<file path="src/rtl/tbus_pkg.sv">
package tbus_pkg;
  typedef struct packed {
    logic bus_en;
    logic tristate;
    logic spare;
    logic cover_ctl;
    logic j1_only;
    logic odd;
    logic par_en;
    logic rephase;
  } tbus_ctrl_t;

  localparam logic [7:0] CTRL_RESET   = 8'h01;
  localparam logic [7:0] CTRL_WR_MASK = 8'hDF;

  localparam logic [1:0] ADDR_CTRL   = 2'd0;
  localparam logic [1:0] ADDR_STAT   = 2'd1;
  localparam logic [1:0] ADDR_CNT_LO = 2'd2;
  localparam logic [1:0] ADDR_CNT_HI = 2'd3;
endpackage

</file>
<file path="src/rtl/tbus_par_calc.sv">
module tbus_par_calc #(
  parameter int DATA_W = 8
) (
  input  logic [DATA_W-1:0] data_i,
  input  logic              pl_i,
  input  logic              c1j1_i,
  input  logic              wide_i,
  input  logic              odd_i,
  output logic              par_o
);
  logic data_x;
  logic mark_x;

  assign data_x = ^data_i;
  assign mark_x = wide_i & (pl_i ^ c1j1_i);
  // even: parity equals xor of covered bits; odd: inverted
  assign par_o  = data_x ^ mark_x ^ odd_i;
endmodule

</file>
<file path="src/rtl/tbus_regs.sv">
module tbus_regs
  import tbus_pkg::*;
#(
  parameter int CNT_W = 16
) (
  input  logic       clk_i,
  input  logic       rst_ni,
  input  logic [1:0] addr_i,
  input  logic       wr_i,
  input  logic       rd_i,
  input  logic [7:0] wdata_i,
  output logic [7:0] rdata_o,
  input  logic       err_i,
  output logic       bus_en_o,
  output logic       tristate_o,
  output logic       cover_o,
  output logic       odd_o,
  output logic       par_en_o
);
  localparam logic [CNT_W-1:0] CNT_MAX = {CNT_W{1'b1}};

  tbus_ctrl_t       ctrl_q;
  logic             stat_q;
  logic [CNT_W-1:0] cnt_q;
  logic [15:0]      cnt_ext;
  logic             cnt_clr;
  logic             stat_rd;

  assign cnt_clr = wr_i && (addr_i == ADDR_CNT_LO);
  assign stat_rd = rd_i && (addr_i == ADDR_STAT);

  always_ff @(posedge clk_i or negedge rst_ni) begin
    if (!rst_ni) ctrl_q <= tbus_ctrl_t'(CTRL_RESET);
    else if (wr_i && addr_i == ADDR_CTRL) ctrl_q <= tbus_ctrl_t'(wdata_i & CTRL_WR_MASK);
  end

  always_ff @(posedge clk_i or negedge rst_ni) begin
    if (!rst_ni)      stat_q <= 1'b0;
    else if (err_i)   stat_q <= 1'b1;
    else if (stat_rd) stat_q <= 1'b0;
  end

  always_ff @(posedge clk_i or negedge rst_ni) begin
    if (!rst_ni)                      cnt_q <= '0;
    else if (cnt_clr)                 cnt_q <= '0;
    else if (err_i && cnt_q != CNT_MAX) cnt_q <= cnt_q + 1'b1;
  end

  always_comb begin
    cnt_ext = '0;
    cnt_ext[CNT_W-1:0] = cnt_q;
  end

  always_comb begin
    unique case (addr_i)
      ADDR_CTRL:   rdata_o = ctrl_q;
      ADDR_STAT:   rdata_o = {7'd0, stat_q};
      ADDR_CNT_LO: rdata_o = cnt_ext[7:0];
      default:     rdata_o = cnt_ext[15:8];
    endcase
  end

  assign bus_en_o   = ctrl_q.bus_en;
  assign tristate_o = ctrl_q.tristate;
  assign cover_o    = ctrl_q.cover_ctl;
  assign odd_o      = ctrl_q.odd;
  assign par_en_o   = ctrl_q.par_en;

  a_r10_sticky_set: assert property (@(posedge clk_i) disable iff (!rst_ni)
    err_i |=> stat_q);
  a_r11_sat_hold: assert property (@(posedge clk_i) disable iff (!rst_ni)
    (cnt_q == CNT_MAX && !cnt_clr) |=> cnt_q == CNT_MAX);
  a_r11_no_drop: assert property (@(posedge clk_i) disable iff (!rst_ni)
    !cnt_clr |=> cnt_q >= $past(cnt_q));
endmodule

</file>
<file path="src/rtl/tbus_tx.sv">
module tbus_tx #(
  parameter int DATA_W = 8
) (
  input  logic              clk_i,
  input  logic              rst_ni,
  input  logic [DATA_W-1:0] data_i,
  input  logic              pl_i,
  input  logic              c1j1_i,
  input  logic              wide_i,
  input  logic              odd_i,
  input  logic              par_en_i,
  input  logic              bus_en_i,
  input  logic              tristate_i,
  output logic [DATA_W-1:0] data_o,
  output logic              pl_o,
  output logic              c1j1_o,
  output logic              par_o,
  output logic              oe_o
);
  logic [DATA_W-1:0] data_q;
  logic              pl_q;
  logic              c1j1_q;
  logic              par_raw;
  logic              past_ok_q;

  always_ff @(posedge clk_i or negedge rst_ni) begin
    if (!rst_ni) begin
      data_q    <= '0;
      pl_q      <= 1'b0;
      c1j1_q    <= 1'b0;
      past_ok_q <= 1'b0;
    end else begin
      data_q    <= data_i;
      pl_q      <= pl_i;
      c1j1_q    <= c1j1_i;
      past_ok_q <= 1'b1;
    end
  end

  // parity from registered values keeps it aligned with the bus byte
  tbus_par_calc #(.DATA_W(DATA_W)) u_par (
    .data_i (data_q),
    .pl_i   (pl_q),
    .c1j1_i (c1j1_q),
    .wide_i (wide_i),
    .odd_i  (odd_i),
    .par_o  (par_raw)
  );

  assign data_o = data_q;
  assign pl_o   = pl_q;
  assign c1j1_o = c1j1_q;
  assign par_o  = par_en_i & par_raw;
  assign oe_o   = ~(bus_en_i & tristate_i);

  a_r2_data_delay: assert property (@(posedge clk_i) disable iff (!rst_ni)
    past_ok_q |-> data_o == $past(data_i));
  a_r2_mark_delay: assert property (@(posedge clk_i) disable iff (!rst_ni)
    past_ok_q |-> (pl_o == $past(pl_i) && c1j1_o == $past(c1j1_i)));
endmodule

</file>
<file path="src/rtl/tbus_rx.sv">
module tbus_rx #(
  parameter int DATA_W = 8
) (
  input  logic              clk_i,
  input  logic              rst_ni,
  input  logic [DATA_W-1:0] data_i,
  input  logic              pl_i,
  input  logic              c1j1_i,
  input  logic              par_i,
  input  logic              wide_i,
  input  logic              odd_i,
  input  logic              par_en_i,
  output logic              err_o
);
  logic [DATA_W-1:0] data_q;
  logic              pl_q;
  logic              c1j1_q;
  logic              par_q;
  logic              par_exp;
  logic              past_ok_q;

  always_ff @(posedge clk_i or negedge rst_ni) begin
    if (!rst_ni) begin
      data_q    <= '0;
      pl_q      <= 1'b0;
      c1j1_q    <= 1'b0;
      par_q     <= 1'b0;
      past_ok_q <= 1'b0;
    end else begin
      data_q    <= data_i;
      pl_q      <= pl_i;
      c1j1_q    <= c1j1_i;
      par_q     <= par_i;
      past_ok_q <= 1'b1;
    end
  end

  tbus_par_calc #(.DATA_W(DATA_W)) u_par (
    .data_i (data_q),
    .pl_i   (pl_q),
    .c1j1_i (c1j1_q),
    .wide_i (wide_i),
    .odd_i  (odd_i),
    .par_o  (par_exp)
  );

  assign err_o = par_en_i & (par_exp ^ par_q);

  a_r9_par_latch: assert property (@(posedge clk_i) disable iff (!rst_ni)
    past_ok_q |-> (par_q == $past(par_i) && data_q == $past(data_i)));
endmodule

</file>
<file path="src/rtl/tbus_parity.sv">
module tbus_parity #(
  parameter int DATA_W = 8,
  parameter int CNT_W  = 16
) (
  input  logic              clk_i,
  input  logic              rst_ni,
  input  logic [1:0]        reg_addr_i,
  input  logic              reg_wr_i,
  input  logic              reg_rd_i,
  input  logic [7:0]        reg_wdata_i,
  output logic [7:0]        reg_rdata_o,
  input  logic [DATA_W-1:0] tx_data_i,
  input  logic              tx_pl_i,
  input  logic              tx_c1j1_i,
  output logic [DATA_W-1:0] tx_data_o,
  output logic              tx_pl_o,
  output logic              tx_c1j1_o,
  output logic              tx_par_o,
  output logic              tx_oe_o,
  input  logic [DATA_W-1:0] rx_data_i,
  input  logic              rx_pl_i,
  input  logic              rx_c1j1_i,
  input  logic              rx_par_i,
  output logic              rx_err_o
);
  logic bus_en, tristate, cover_ctl, odd, par_en, wide;

  tbus_regs #(.CNT_W(CNT_W)) u_regs (
    .clk_i      (clk_i),
    .rst_ni     (rst_ni),
    .addr_i     (reg_addr_i),
    .wr_i       (reg_wr_i),
    .rd_i       (reg_rd_i),
    .wdata_i    (reg_wdata_i),
    .rdata_o    (reg_rdata_o),
    .err_i      (rx_err_o),
    .bus_en_o   (bus_en),
    .tristate_o (tristate),
    .cover_o    (cover_ctl),
    .odd_o      (odd),
    .par_en_o   (par_en)
  );

  // coverage only counts while the bus is enabled
  assign wide = bus_en & cover_ctl;

  tbus_tx #(.DATA_W(DATA_W)) u_tx (
    .clk_i      (clk_i),
    .rst_ni     (rst_ni),
    .data_i     (tx_data_i),
    .pl_i       (tx_pl_i),
    .c1j1_i     (tx_c1j1_i),
    .wide_i     (wide),
    .odd_i      (odd),
    .par_en_i   (par_en),
    .bus_en_i   (bus_en),
    .tristate_i (tristate),
    .data_o     (tx_data_o),
    .pl_o       (tx_pl_o),
    .c1j1_o     (tx_c1j1_o),
    .par_o      (tx_par_o),
    .oe_o       (tx_oe_o)
  );

  tbus_rx #(.DATA_W(DATA_W)) u_rx (
    .clk_i    (clk_i),
    .rst_ni   (rst_ni),
    .data_i   (rx_data_i),
    .pl_i     (rx_pl_i),
    .c1j1_i   (rx_c1j1_i),
    .par_i    (rx_par_i),
    .wide_i   (wide),
    .odd_i    (odd),
    .par_en_i (par_en),
    .err_o    (rx_err_o)
  );

  a_r8_quiet_when_off: assert property (@(posedge clk_i) disable iff (!rst_ni)
    (rx_err_o || tx_par_o) |-> par_en);
endmodule

</file>
<file path="config.mk">
export PLATFORM = sky130hd
export DESIGN_NAME = tbus_parity
export DESIGN_NICKNAME = d
export VERILOG_FILES = /design/src/rtl/tbus_pkg.sv /design/src/rtl/tbus_par_calc.sv /design/src/rtl/tbus_regs.sv /design/src/rtl/tbus_tx.sv /design/src/rtl/tbus_rx.sv /design/src/rtl/tbus_parity.sv
export SDC_FILE = /design/constraint.sdc
export NUM_CORES = 1
export LEC_CHECK = 0
export CORE_AREA = 2 2 103 65
export DETAILED_ROUTE_END_ITERATION = 7
export DIE_AREA = 0 0 105 67
export GPL_ROUTABILITY_DRIVEN = 0
export PLACE_DENSITY = 0.66
export SLEW_MARGIN = 20
export SYNTH_ARGS = -nofsm -noshare
export SYNTH_HDL_FRONTEND = slang
export SYNTH_SLANG_ARGS = --single-unit
</file>
<file path="constraint.sdc">
create_clock -name clk_i -period 2.5 [get_ports clk_i]
set_input_delay 0.5 -clock clk_i [delete_from_list [all_inputs] [get_ports clk_i]]
set_output_delay 0.5 -clock clk_i [all_outputs]
set_load 0.01 [all_outputs]
</file>
==> flow_results.xml, run 1 <==
<?xml version="1.0" encoding="UTF-8"?>
<metrics>
  <group name="synth">
    <metric name="synth_commonest_cells" unit="">sky130_fd_sc_hd__dfrtp_1, sky130_fd_sc_hd__nand2_1, sky130_fd_sc_hd__xnor2_1</metric>
    <metric name="yosys-top-cells-area" unit="">sky130_fd_sc_hd__dfrtp_1, sky130_fd_sc_hd__mux2_2, sky130_fd_sc_hd__xnor2_1, sky130_fd_sc_hd__nand2_1, sky130_fd_sc_hd__nand4_1</metric>
    <metric name="synth.area.mux_share" unit="%">8.68</metric>
    <metric name="synth_top_family_by_area" unit="">simple AND/OR/NAND/NOR gates</metric>
    <metric name="postSynthCellCount" unit="">193</metric>
    <metric name="flip_flop_and_latch_count_after_synthesis" unit="">45</metric>
    <metric name="yosys_most_used_dff" unit="">sky130_fd_sc_hd__dfrtp_1</metric>
    <metric name="synth-edff-count" unit="">0</metric>
    <metric name="yosysWarnings" unit="">0</metric>
    <metric name="synthSimpleGateAreaFrac" unit="%">18.3</metric>
    <metric name="postSynthNetCount" unit="">229</metric>
    <metric name="netlist-cell-type-count" unit="">44</metric>
    <metric name="yosysSeqAreaShare" unit="%">51.1</metric>
    <metric name="synth_largest_type_area_fraction" unit="%">49.9</metric>
    <metric name="synth_area_per_cell" unit="µm²">11.4</metric>
    <metric name="yosys.area_share.adder" unit="%">0.568</metric>
    <metric name="post-synth-top-area-cell" unit="">sky130_fd_sc_hd__dfrtp_1</metric>
    <metric name="mappedNetlistArea" unit="mm²">0.00220</metric>
    <metric name="post_synth_xor_area_fraction" unit="%">9.02</metric>
    <metric name="synth_most_common_cell" unit="">sky130_fd_sc_hd__dfrtp_1</metric>
    <metric name="synth-async-reset-ratio" unit="%">100</metric>
    <metric name="synth_compound_gate_area_share" unit="%">10.3</metric>
  </group>
  <group name="run">
    <metric name="max_cap_viol_count" unit="">0</metric>
  </group>
  <group name="global_routing">
    <metric name="grtUsageTotal" unit="%">16.4</metric>
    <metric name="globalRoute.totalOverflow" unit="">0</metric>
    <metric name="first_global_vias" unit="">1722</metric>
    <metric name="largest_net_degree_at_the_start_of_global_routing" unit="">19</metric>
    <metric name="first_pass_grt_wire_length" unit="µm">8800</metric>
    <metric name="number_of_antenna_violations_at_the_first_check_in_global_routing" unit="">0</metric>
  </group>
  <group name="timing">
    <metric name="slew-limit-headroom" unit="%">70.1</metric>
    <metric name="finalMaxSlewViolations" unit="">0</metric>
    <metric name="finalClockSkew" unit="ns">0.00257</metric>
    <metric name="setup_repair_after_global_routing_missed_its_margin" unit="">no</metric>
    <metric name="worstMarginPinSlew" unit="ns">0.445</metric>
    <metric name="finalSetupViolations" unit="">0</metric>
    <metric name="period_share" unit="%">95.0</metric>
    <metric name="report.final.hold_viol_count" unit="">0</metric>
    <metric name="fin_hold_ws" unit="ns">0.0968</metric>
    <metric name="fmax" unit="MHz">421</metric>
    <metric name="timing.setup.tns" unit="ns">0</metric>
    <metric name="timing.final.crit_period" unit="ns">2.37</metric>
  </group>
  <group name="routing">
    <metric name="detail_route.iter0.violations" unit="">76</metric>
    <metric name="drt_first_pass_iters" unit="">5</metric>
    <metric name="drt_wl_total" unit="µm">5330</metric>
    <metric name="wl_per_cell" unit="µm">15.3</metric>
    <metric name="post_drt_via_cell_ratio" unit="">5.16</metric>
    <metric name="num_vias" unit="">1801</metric>
    <metric name="drc" unit="">0</metric>
    <metric name="route.antenna.remaining_nets" unit="">0</metric>
  </group>
  <group name="power_and_ir_drop">
    <metric name="static-leakage-power" unit="µW">0.00128</metric>
    <metric name="power_per_cell_area" unit="mW/mm²">629</metric>
    <metric name="peakVddDrop" unit="µV">359</metric>
  </group>
  <group name="clock_tree">
    <metric name="cts.hold.buffers_added" unit="">0</metric>
    <metric name="clockRootBuffer" unit="">sky130_fd_sc_hd__clkbuf_8</metric>
    <metric name="clkTransAtPathRegs" unit="ns">0.08</metric>
    <metric name="cts_tree" unit="">built</metric>
    <metric name="clock_buffer_depth" unit="">2</metric>
    <metric name="clock_sink_count" unit="">45</metric>
    <metric name="cts.repair_timing.setup_buffer_count" unit="">0</metric>
    <metric name="cts_buffers" unit="">5</metric>
    <metric name="cts.htree.levels" unit="">2</metric>
    <metric name="insertion_delay" unit="ns">0.30</metric>
  </group>
  <group name="critical_path">
    <metric name="timing.critical_path.buf_inv" unit="">3</metric>
    <metric name="cp_max_fo" unit="">6</metric>
    <metric name="worstSetupStartpointType" unit="">primary input</metric>
    <metric name="critPathRequiredTime" unit="ns">2.00</metric>
    <metric name="timing.critical_path.mode_cell" unit="">sky130_fd_sc_hd__clkdlybuf4s50_1</metric>
    <metric name="cp_top_family" unit="">buffers and inverters</metric>
    <metric name="setup.worst_path.class" unit="">primary input to primary output</metric>
    <metric name="critPathMaxStageDelay" unit="ns">0.55</metric>
    <metric name="endpoint_kind" unit="">primary output</metric>
    <metric name="arrival" unit="ns">1.87</metric>
    <metric name="timing.critical_path.cells" unit="">clkdlybuf4s50_1 &gt; buf_4 &gt; nor2b_1 &gt; clkdlybuf4s50_1</metric>
    <metric name="critical_path.slowest_cell" unit="">sky130_fd_sc_hd__clkdlybuf4s50_1</metric>
  </group>
  <group name="final_layout">
    <metric name="ant_cells" unit="">0</metric>
    <metric name="postLayoutCoreUtil" unit="%">51.1</metric>
    <metric name="final_cell_area" unit="mm²">0.00307</metric>
    <metric name="fillers" unit="">559</metric>
    <metric name="multi_input_area" unit="mm²">0.00103</metric>
    <metric name="synthToLayoutAreaGrowth" unit="%">39.0</metric>
    <metric name="final_net_count" unit="">300</metric>
    <metric name="number_of_cells_in_the_finished_layout_apart_from_fillers" unit="">349</metric>
    <metric name="layout.area.seq" unit="mm²">0.00113</metric>
    <metric name="final_layout_size_suffix_gt1_share" unit="%">18.1</metric>
  </group>
  <group name="min_path">
    <metric name="worst_hold_path_type" unit="">primary input to async pin</metric>
  </group>
  <group name="placement">
    <metric name="dpl-instance-area" unit="mm²">0.00293</metric>
    <metric name="half_perimeter_wire_length_after_placement" unit="µm">3980</metric>
    <metric name="port_buffers" unit="">54</metric>
    <metric name="dpl.cell_count" unit="">340</metric>
  </group>
  <group name="floorplan">
    <metric name="overall_die_height" unit="µm">67</metric>
    <metric name="die-width" unit="µm">105</metric>
    <metric name="row_count" unit="">22</metric>
    <metric name="start_util" unit="%">36.7</metric>
    <metric name="floorplan.die_area" unit="mm²">0.00704</metric>
    <metric name="floorplan.core_area" unit="mm²">0.00600</metric>
    <metric name="pin_count" unit="">56</metric>
  </group>
  <group name="status">
    <metric name="run_status" unit="">completed</metric>
  </group>
</metrics>
[final timing paths]
| kind | cells past startpoint | slack (ns) | end | startpoint |
|---|---|---|---|---|
| min | 1 | 0.1 | u_rx.data_q[6] | rst_ni |
| max in group asynchronous | 2 | 1.79 | u_regs.ctrl_q[0] | rst_ni |
| min reg2reg | 1 | 0.52 | u_regs.ctrl_q[3] | u_regs.ctrl_q[3] |
| max | 4 | 0.13 | reg_rdata_o[5] | reg_addr_i[1] |
| min in group clk_i | 1 | 0.52 | u_regs.ctrl_q[3] | u_regs.ctrl_q[3] |
| max reg2reg | 7 | 0.26 | u_regs.cnt_ext[2] | u_regs.odd_o |
[cell usage in the layout (no fill, tap or decap), types with 5 or more instances in the layout]
cell,count
sky130_fd_sc_hd__nand3_1,7
sky130_fd_sc_hd__nor2_1,8
sky130_fd_sc_hd__dfrtp_1,44
sky130_fd_sc_hd__clkbuf_8,6
sky130_fd_sc_hd__dlygate4sd2_1,7
sky130_fd_sc_hd__mux2_2,12
sky130_fd_sc_hd__buf_4,14
sky130_fd_sc_hd__nand4_1,8
sky130_fd_sc_hd__a21oi_1,9
sky130_fd_sc_hd__o21ai_0,9
sky130_fd_sc_hd__xnor2_1,15
sky130_fd_sc_hd__or4_1,6
sky130_fd_sc_hd__clkdlybuf4s50_1,43
sky130_fd_sc_hd__a22o_1,5
sky130_fd_sc_hd__nand2_1,15
[layer usage]
metal	share of wire [%]	GRT usage, %	vias up
li1	-	-	856
met2	42	23.6	71
met1	50	24.0	869
met5	0	0	-
met4	0.90	4.67	0
met3	7.1	4.31	5
[through the flow]
stage | worst slack [ns] | total power (µW)
2_1_floorplan | 0.331 | 1150
3_3_place_gp | -0.195 | 1370
3_5_place_dp | -0.202 | 1380
4_1_cts | 0.00170 | 1940
5_1_grt | 0.0678 | 2030
6_report | 0.125 | 1930
[report_power, final]
group          switching (µW)  internal [µW]  total, µW
combinational             234            266        501
clock                     247            326        574
sequential               57.4            796        853
[kinds of logic after synthesis]
group,after synthesis
xor gates and xnor gates,21
muxes,16
adders and majority gates,1
DFF,45
and+or+nand+nor,68
buffers and inverters,8
AOI/OAI and AO/OA,34
[worst reg2reg max path, delay by kind of cell, from the launching register on]
family                 cells  cell delay (ns)
flip-flops                 1             0.41
buffers and inverters      1             0.20
XOR/XNOR                   2             0.27
AND/OR/NAND/NOR            3             1.13
AO/OA/AOI/OAI              1             0.16
[area by class of cell]
type	instances	share of cell area (%)
timing repair buffer	70	22.1
multi-input combinational	140	33.7
clock inverter	1	0.980
sequential	45	36.8
clock buffer	7	2.82
inverter	2	0.245
tap	84	3.43
[what timing repair did]
action | 4_1_cts | 5_1_grt
pin swaps | 0 | 1
resized for setup | 8 | 4
gates cloned | 0 | 1
endpoints found under the setup margin | 8 | 5
[flip-flops by register name (all words and copies together), names as in the netlist, 2 cells and up]
signal / count
u_regs.ctrl_q: 2
u_rx.data_q: 8
u_tx.data_o: 8
u_regs.cnt_ext: 16
No activity file was read; power rests on OpenSTA's default activity.
==> run 2: changes to the inputs <==
--- a/config.mk
+++ b/config.mk
@@ -8,8 +8,9 @@
 export CORE_AREA = 2 2 103 65
 export DETAILED_ROUTE_END_ITERATION = 7
 export DIE_AREA = 0 0 105 67
+export DONT_BUFFER_PORTS = 1
 export GPL_ROUTABILITY_DRIVEN = 0
-export PLACE_DENSITY = 0.66
+export PLACE_DENSITY = 0.54
 export SLEW_MARGIN = 20
 export SYNTH_ARGS = -nofsm -noshare
 export SYNTH_HDL_FRONTEND = slang
==> constraint.sdc (replaced) <==
create_clock -name clk_i -period 2.5 [get_ports clk_i]
set_input_delay 0.5 -clock clk_i [delete_from_list [all_inputs] [get_ports clk_i]]
set_output_delay 0.5 -clock clk_i [all_outputs]
set_load 0.05 [all_outputs]
==> run 2 against run 1 <==
  * Critical path type is now flop to primary output
  * Cell count down 14%
  * Largest power group unchanged
  * Clock-buffer cell count fell by 2
  * Clock power decreased by 19%
  * Sequential cell count stayed put
  * Combinational power increased by 13%
==> flow_results.xml, run 2 (synthesis gave the netlist of run 1 again) <==
<?xml version="1.0" encoding="UTF-8"?>
<metrics>
  <group name="status">
    <metric name="run_status" unit="">completed</metric>
  </group>
  <group name="routing">
    <metric name="detail_route.iter0.violations" unit="">100</metric>
    <metric name="route.layer.met1.wl" unit="µm">2560</metric>
    <metric name="post_drt_via_cell_ratio" unit="">5.24</metric>
    <metric name="route.antenna.remaining_nets" unit="">0</metric>
    <metric name="dr_wl_met2" unit="µm">1900</metric>
    <metric name="route.met3.wl" unit="µm">428</metric>
    <metric name="dr.max_layer_used" unit="">met4</metric>
    <metric name="wl_per_cell" unit="µm">16.3</metric>
    <metric name="drt_first_pass_iters" unit="">4</metric>
    <metric name="num_vias" unit="">1578</metric>
    <metric name="drc" unit="">0</metric>
    <metric name="drt_wl_total" unit="µm">4920</metric>
  </group>
  <group name="clock_tree">
    <metric name="cts_tree" unit="">built</metric>
    <metric name="clock_buffer_depth" unit="">2</metric>
    <metric name="cts_buffers" unit="">5</metric>
    <metric name="clockRootBuffer" unit="">sky130_fd_sc_hd__clkbuf_8</metric>
    <metric name="cts.htree.levels" unit="">2</metric>
    <metric name="clock_sink_count" unit="">45</metric>
    <metric name="clkTransAtPathRegs" unit="ns">0.09</metric>
    <metric name="insertion_delay" unit="ns">0.30</metric>
    <metric name="cts.repair_timing.setup_buffer_count" unit="">0</metric>
  </group>
  <group name="critical_path">
    <metric name="critical_path.slowest_cell" unit="">sky130_fd_sc_hd__dfrtp_1</metric>
    <metric name="critical_register_to_register_path_endpoint" unit="">u_regs.cnt_ext[2]</metric>
    <metric name="worstSetupStartpointType" unit="">flop</metric>
    <metric name="cp_max_fo" unit="">3</metric>
    <metric name="critPathRequiredTime" unit="ns">2.00</metric>
    <metric name="setup.worst_path.end" unit="">rx_err_o</metric>
    <metric name="worstReg2RegStart" unit="">u_regs.odd_o</metric>
    <metric name="worst-r2r-cell-count" unit="">7</metric>
    <metric name="regToRegSetupSlack" unit="ns">0.26</metric>
    <metric name="setup.worst_path.class" unit="">flop to primary output</metric>
    <metric name="arrival" unit="ns">1.93</metric>
    <metric name="endpoint_kind" unit="">primary output</metric>
    <metric name="critPathMaxStageDelay" unit="ns">0.41</metric>
    <metric name="timing.critical_path.cells" unit="">xnor2_1 &gt; or3_4 &gt; and2_2 &gt; xnor2_4 &gt; nor2_2 &gt; buf_6</metric>
    <metric name="crit_path_start" unit="">u_regs.odd_o</metric>
  </group>
  <group name="floorplan">
    <metric name="pin_count" unit="">56</metric>
    <metric name="row_count" unit="">22</metric>
    <metric name="floorplan.core_area" unit="mm²">0.00600</metric>
    <metric name="start_util" unit="%">36.7</metric>
    <metric name="floorplan.die_area" unit="mm²">0.00704</metric>
    <metric name="die-width" unit="µm">105</metric>
    <metric name="overall_die_height" unit="µm">67</metric>
  </group>
  <group name="timing">
    <metric name="finalClockSkew" unit="ns">0.00813</metric>
    <metric name="fmax" unit="MHz">412</metric>
    <metric name="fin_hold_ws" unit="ns">0.0296</metric>
    <metric name="period_share" unit="%">97.1</metric>
    <metric name="finalMaxSlewViolations" unit="">0</metric>
    <metric name="worstMarginPinSlew" unit="ns">0.561</metric>
    <metric name="report.final.hold_viol_count" unit="">0</metric>
    <metric name="timing.setup.tns" unit="ns">0</metric>
    <metric name="timing.final.crit_period" unit="ns">2.43</metric>
    <metric name="slew-limit-headroom" unit="%">62.6</metric>
    <metric name="finalSetupViolations" unit="">0</metric>
  </group>
  <group name="global_routing">
    <metric name="largest_net_degree_at_the_start_of_global_routing" unit="">45</metric>
    <metric name="grtUsageTotal" unit="%">15.1</metric>
    <metric name="number_of_antenna_violations_at_the_first_check_in_global_routing" unit="">0</metric>
    <metric name="globalRoute.totalOverflow" unit="">0</metric>
    <metric name="first_pass_grt_wire_length" unit="µm">8000</metric>
    <metric name="first_global_vias" unit="">1526</metric>
  </group>
  <group name="power_and_ir_drop">
    <metric name="static-leakage-power" unit="µW">0.00104</metric>
    <metric name="post-layout-total-power" unit="µW">1880</metric>
    <metric name="peakVddDrop" unit="µV">358</metric>
    <metric name="power_per_cell_area" unit="mW/mm²">733</metric>
  </group>
  <group name="placement">
    <metric name="half_perimeter_wire_length_after_placement" unit="µm">3590</metric>
    <metric name="dpl.cell_count" unit="">292</metric>
    <metric name="port_buffers" unit="">0</metric>
  </group>
  <group name="final_layout">
    <metric name="final_net_count" unit="">252</metric>
    <metric name="number_of_cells_in_the_finished_layout_apart_from_fillers" unit="">301</metric>
    <metric name="most-common-layout-cells" unit="">sky130_fd_sc_hd__dfrtp_1, sky130_fd_sc_hd__buf_4, sky130_fd_sc_hd__nand2_1, sky130_fd_sc_hd__xnor2_1, sky130_fd_sc_hd__mux2_2</metric>
    <metric name="postLayoutCoreUtil" unit="%">42.8</metric>
    <metric name="most_common_library_cell_in_the_layout_ignoring_fill_and_taps" unit="">sky130_fd_sc_hd__dfrtp_1</metric>
    <metric name="final_layout_size_suffix_gt1_share" unit="%">24.9</metric>
    <metric name="fillers" unit="">599</metric>
    <metric name="largest_register_ff_count" unit="">16</metric>
    <metric name="ant_cells" unit="">0</metric>
    <metric name="synthToLayoutAreaGrowth" unit="%">16.5</metric>
  </group>
  <group name="min_path">
    <metric name="worst_hold_path_type" unit="">primary input to async pin</metric>
  </group>
  <group name="run">
    <metric name="max_cap_viol_count" unit="">0</metric>
  </group>
</metrics>
run 2: repair_timing:
action,4_1_cts,5_1_grt
gates resized for setup,0,2
setup endpoints to repair,0,1
endpoints found under the hold margin,44,0
hold buffers,1,0
run 2: worst min path at each step:
stage | end | depth (start not counted) | from
global route | u_regs.ctrl_q[0] | 0 | rst_ni
global placement | u_tx.data_o[0] | 0 | rst_ni
finish | u_tx.data_o[3] | 1 | rst_ni
floorplan | u_regs.bus_en_o | 0 | rst_ni
detailed placement | u_tx.data_o[1] | 0 | rst_ni
CTS | u_regs.ctrl_q[0] | 0 | rst_ni
run 2: report_power, final:
part / internal (µW) / total (µW) / leakage (µW) / switching, µW
clock: 202 / 467 / 0.0000447 / 265
sequential: 796 / 853 / 0.000559 / 56.4
combinational: 224 / 565 / 0.000436 / 341
run 2: cell type report:
cell class,count,area [µm²],area share (%)
sequential,45,1130,43.9
timing repair buffer,22,189,7.36
tap,84,105,4.09
inverter,2,7.51,0.292
clock inverter,3,25.0,0.974
multi-input combinational,140,1050,40.7
clock buffer,5,68.8,2.68
run 2: layer usage:
| layer | global-route usage, % | vias to the layer above |
|---|---|---|
| met1 | 22.7 | 763 |
| met4 | 3.00 | 0 |
| met3 | 5.58 | 4 |
| met5 | 0 | - |
| li1 | - | 757 |
| met2 | 20.2 | 54 |
run 2: through the flow:
stage / setup WS [ns] / instance area [µm²]
floorplan: 0.106 / 2210
global placement: 0.296 / 2430
detailed placement: 0.282 / 2430
CTS: 0.00453 / 2550
global route: -0.00904 / 2570
finish: 0.0726 / 2570
run 2: worst max-delay path: cells and delay by family (launching register included):
family	cells	cell delay, ns
flip-flops	1	0.41
XOR/XNOR	2	0.30
buffers and inverters	1	0.17
AND/OR/NAND/NOR	3	0.76
==> run 3: changes to the inputs <==
--- a/config.mk
+++ b/config.mk
@@ -5,9 +5,9 @@
 export SDC_FILE = /design/constraint.sdc
 export NUM_CORES = 1
 export LEC_CHECK = 0
-export CORE_AREA = 2 2 103 65
+export CORE_AREA = 4 4 105 67
 export DETAILED_ROUTE_END_ITERATION = 7
-export DIE_AREA = 0 0 105 67
+export DIE_AREA = 0 0 109 71
 export DONT_BUFFER_PORTS = 1
 export GPL_ROUTABILITY_DRIVEN = 0
 export PLACE_DENSITY = 0.54
==> run 3 against run 2 <==
  * Sequential power about the same
  * Clock power decreased by 4.3%
  * Die area increased by 10%
  * Core utilization decreased by 0.30 points
  * Register-to-register slack got worse by 0.04 ns
==> flow_results.xml, run 3 (synthesis gave the netlist of run 1 again) <==
<?xml version="1.0" encoding="UTF-8"?>
<metrics>
  <group name="clock_tree">
    <metric name="insertion_delay" unit="ns">0.30</metric>
    <metric name="clkTransAtPathRegs" unit="ns">0.09</metric>
    <metric name="cts.htree.levels" unit="">2</metric>
    <metric name="cts_buffers" unit="">5</metric>
    <metric name="clockRootBuffer" unit="">sky130_fd_sc_hd__clkbuf_8</metric>
    <metric name="clock_buffer_depth" unit="">2</metric>
    <metric name="clock_sink_count" unit="">45</metric>
    <metric name="cts_tree" unit="">built</metric>
  </group>
  <group name="timing">
    <metric name="finalClockSkew" unit="ns">0.0119</metric>
    <metric name="slew-limit-headroom" unit="%">63.3</metric>
    <metric name="final_critical_path_setup_slack" unit="ns">0.0975</metric>
    <metric name="timing.setup.tns" unit="ns">0</metric>
    <metric name="setup_repair_after_global_routing_missed_its_margin" unit="">no</metric>
    <metric name="timing.final.crit_period" unit="ns">2.40</metric>
    <metric name="worstMarginPinSlew" unit="ns">0.550</metric>
    <metric name="finalMaxSlewViolations" unit="">0</metric>
    <metric name="period_share" unit="%">96.1</metric>
    <metric name="finalSetupViolations" unit="">0</metric>
    <metric name="fmax" unit="MHz">416</metric>
    <metric name="report.final.hold_viol_count" unit="">0</metric>
    <metric name="fin_hold_ws" unit="ns">0.0355</metric>
  </group>
  <group name="critical_path">
    <metric name="crit_path_start" unit="">u_regs.odd_o</metric>
    <metric name="worstSetupStartpointType" unit="">flop</metric>
    <metric name="setup.worst_path.class" unit="">flop to primary output</metric>
    <metric name="arrival" unit="ns">1.90</metric>
    <metric name="cp_max_fo" unit="">3</metric>
    <metric name="critPathRequiredTime" unit="ns">2.00</metric>
    <metric name="worstReg2RegStart" unit="">u_regs.odd_o</metric>
    <metric name="endpoint_kind" unit="">primary output</metric>
  </group>
  <group name="final_layout">
    <metric name="synthToLayoutAreaGrowth" unit="%">16.2</metric>
    <metric name="most-common-layout-cells" unit="">sky130_fd_sc_hd__dfrtp_1, sky130_fd_sc_hd__buf_4, sky130_fd_sc_hd__nand2_1, sky130_fd_sc_hd__xnor2_1, sky130_fd_sc_hd__mux2_2</metric>
    <metric name="fillers" unit="">574</metric>
    <metric name="largest_register_ff_count" unit="">16</metric>
    <metric name="final_layout_size_suffix_gt1_share" unit="%">24.3</metric>
    <metric name="postLayoutCoreUtil" unit="%">42.5</metric>
    <metric name="most_common_library_cell_in_the_layout_ignoring_fill_and_taps" unit="">sky130_fd_sc_hd__dfrtp_1</metric>
    <metric name="final_net_count" unit="">253</metric>
    <metric name="ant_cells" unit="">0</metric>
    <metric name="final_cell_area" unit="mm²">0.00256</metric>
  </group>
  <group name="floorplan">
    <metric name="floorplan.core_area" unit="mm²">0.00603</metric>
    <metric name="start_util" unit="%">36.6</metric>
    <metric name="row_count" unit="">22</metric>
    <metric name="overall_die_height" unit="µm">71</metric>
    <metric name="floorplan.die_area" unit="mm²">0.00774</metric>
    <metric name="pin_count" unit="">56</metric>
    <metric name="die-width" unit="µm">109</metric>
  </group>
  <group name="routing">
    <metric name="drc" unit="">0</metric>
    <metric name="drt_wl_total" unit="µm">5150</metric>
    <metric name="drt_first_pass_iters" unit="">4</metric>
    <metric name="post_drt_via_cell_ratio" unit="">5.30</metric>
    <metric name="route.antenna.remaining_nets" unit="">0</metric>
    <metric name="wl_per_cell" unit="µm">17.0</metric>
    <metric name="detail_route.iter0.violations" unit="">79</metric>
    <metric name="num_vias" unit="">1602</metric>
  </group>
  <group name="global_routing">
    <metric name="number_of_antenna_violations_at_the_first_check_in_global_routing" unit="">0</metric>
    <metric name="globalRoute.totalOverflow" unit="">0</metric>
    <metric name="first_global_vias" unit="">1652</metric>
    <metric name="largest_net_degree_at_the_start_of_global_routing" unit="">45</metric>
    <metric name="first_pass_grt_wire_length" unit="µm">8400</metric>
    <metric name="grtUsageTotal" unit="%">14.0</metric>
  </group>
  <group name="power_and_ir_drop">
    <metric name="static-leakage-power" unit="µW">0.00104</metric>
    <metric name="peakVddDrop" unit="µV">367</metric>
    <metric name="power_per_cell_area" unit="mW/mm²">731</metric>
  </group>
  <group name="run">
    <metric name="max_cap_viol_count" unit="">0</metric>
  </group>
  <group name="placement">
    <metric name="dpl-instance-area" unit="mm²">0.00243</metric>
    <metric name="half_perimeter_wire_length_after_placement" unit="µm">3680</metric>
    <metric name="port_buffers" unit="">0</metric>
    <metric name="placement.setup.worst_slack" unit="ns">0.200</metric>
  </group>
  <group name="min_path">
    <metric name="worst_hold_path_type" unit="">primary input to async pin</metric>
  </group>
  <group name="status">
    <metric name="run_status" unit="">completed</metric>
  </group>
</metrics>
==> run 3: changes by cell type in the layout (fill, tap and decap cells not counted) <==
cell / change
sky130_fd_sc_hd__inv_6: -1
sky130_fd_sc_hd__clkinv_4: -1
sky130_fd_sc_hd__buf_6: -1
sky130_fd_sc_hd__buf_4: +2
sky130_fd_sc_hd__clkbuf_1: +2
==> run 3: timing repair <==
item	in CTS	in global routing
setup endpoints to repair	1	0
resized for setup	1	0
setup buffers	1	0
hold buffers	1	0
endpoints found under the hold margin	44	0
==> run 3: worst max-delay path, stage by stage, from the launching register on <==
cell and delay (ns):
sky130_fd_sc_hd__dfrtp_1 0.40, sky130_fd_sc_hd__xnor2_1 0.14, sky130_fd_sc_hd__or3_4 0.40, sky130_fd_sc_hd__and2_2 0.23
sky130_fd_sc_hd__xnor2_4 0.14, sky130_fd_sc_hd__nor2_2 0.09, sky130_fd_sc_hd__buf_4 0.20
==> run 3: per-layer routing <==
layer	routed length (µm)	vias to the layer above	GRT usage, %	part of all wire (%)
met5	0	-	0	0
met1	2650	768	21.9	51
met4	25	0	2.52	0.49
li1	-	764	-	-
met3	550	5	5.74	11
met2	1920	65	17.8	37
==> run 3: layout make-up <==
cell class / instances / area (µm²) / share of cell area [%]
Clock buffer: 7 / 76.3 / 2.98
Sequential cell: 45 / 1130 / 44.0
Clock inverter: 1 / 7.51 / 0.293
Inverter: 2 / 7.51 / 0.293
Timing Repair Buffer: 23 / 193 / 7.52
Multi-Input combinational cell: 140 / 1050 / 40.8
Tap cell: 84 / 105 / 4.10
==> run 3: path summary, 6_finish.rpt <==
path	end	slack (ns)	depth (start not counted)
min	u_regs.ctrl_q[0]	0.04	0
max in group asynchronous	u_regs.cnt_ext[5]	2.25	1
max	rx_err_o	0.1	6
min reg2reg	u_regs.stat_q	0.51	2
min in group clk_i	u_tx.data_o[1]	0.23	0
max reg2reg	u_regs.cnt_ext[10]	0.22	8
==> run 3: where the power goes <==
group | switching [µW] | leakage [µW] | internal (µW)
combinational | 340 | 0.000440 | 232
clock | 248 | 0.0000385 | 198
sequential | 57.3 | 0.000559 | 796
total | 646 | 0.00104 | 1230
==> run 3: stage by stage <==
step / instances / total power [µW]
floorplan: 193 / 1270
global placement: 292 / 1370
detailed placement: 292 / 1380
CTS: 302 / 1890
global route: 302 / 1970
finish: 302 / 1870
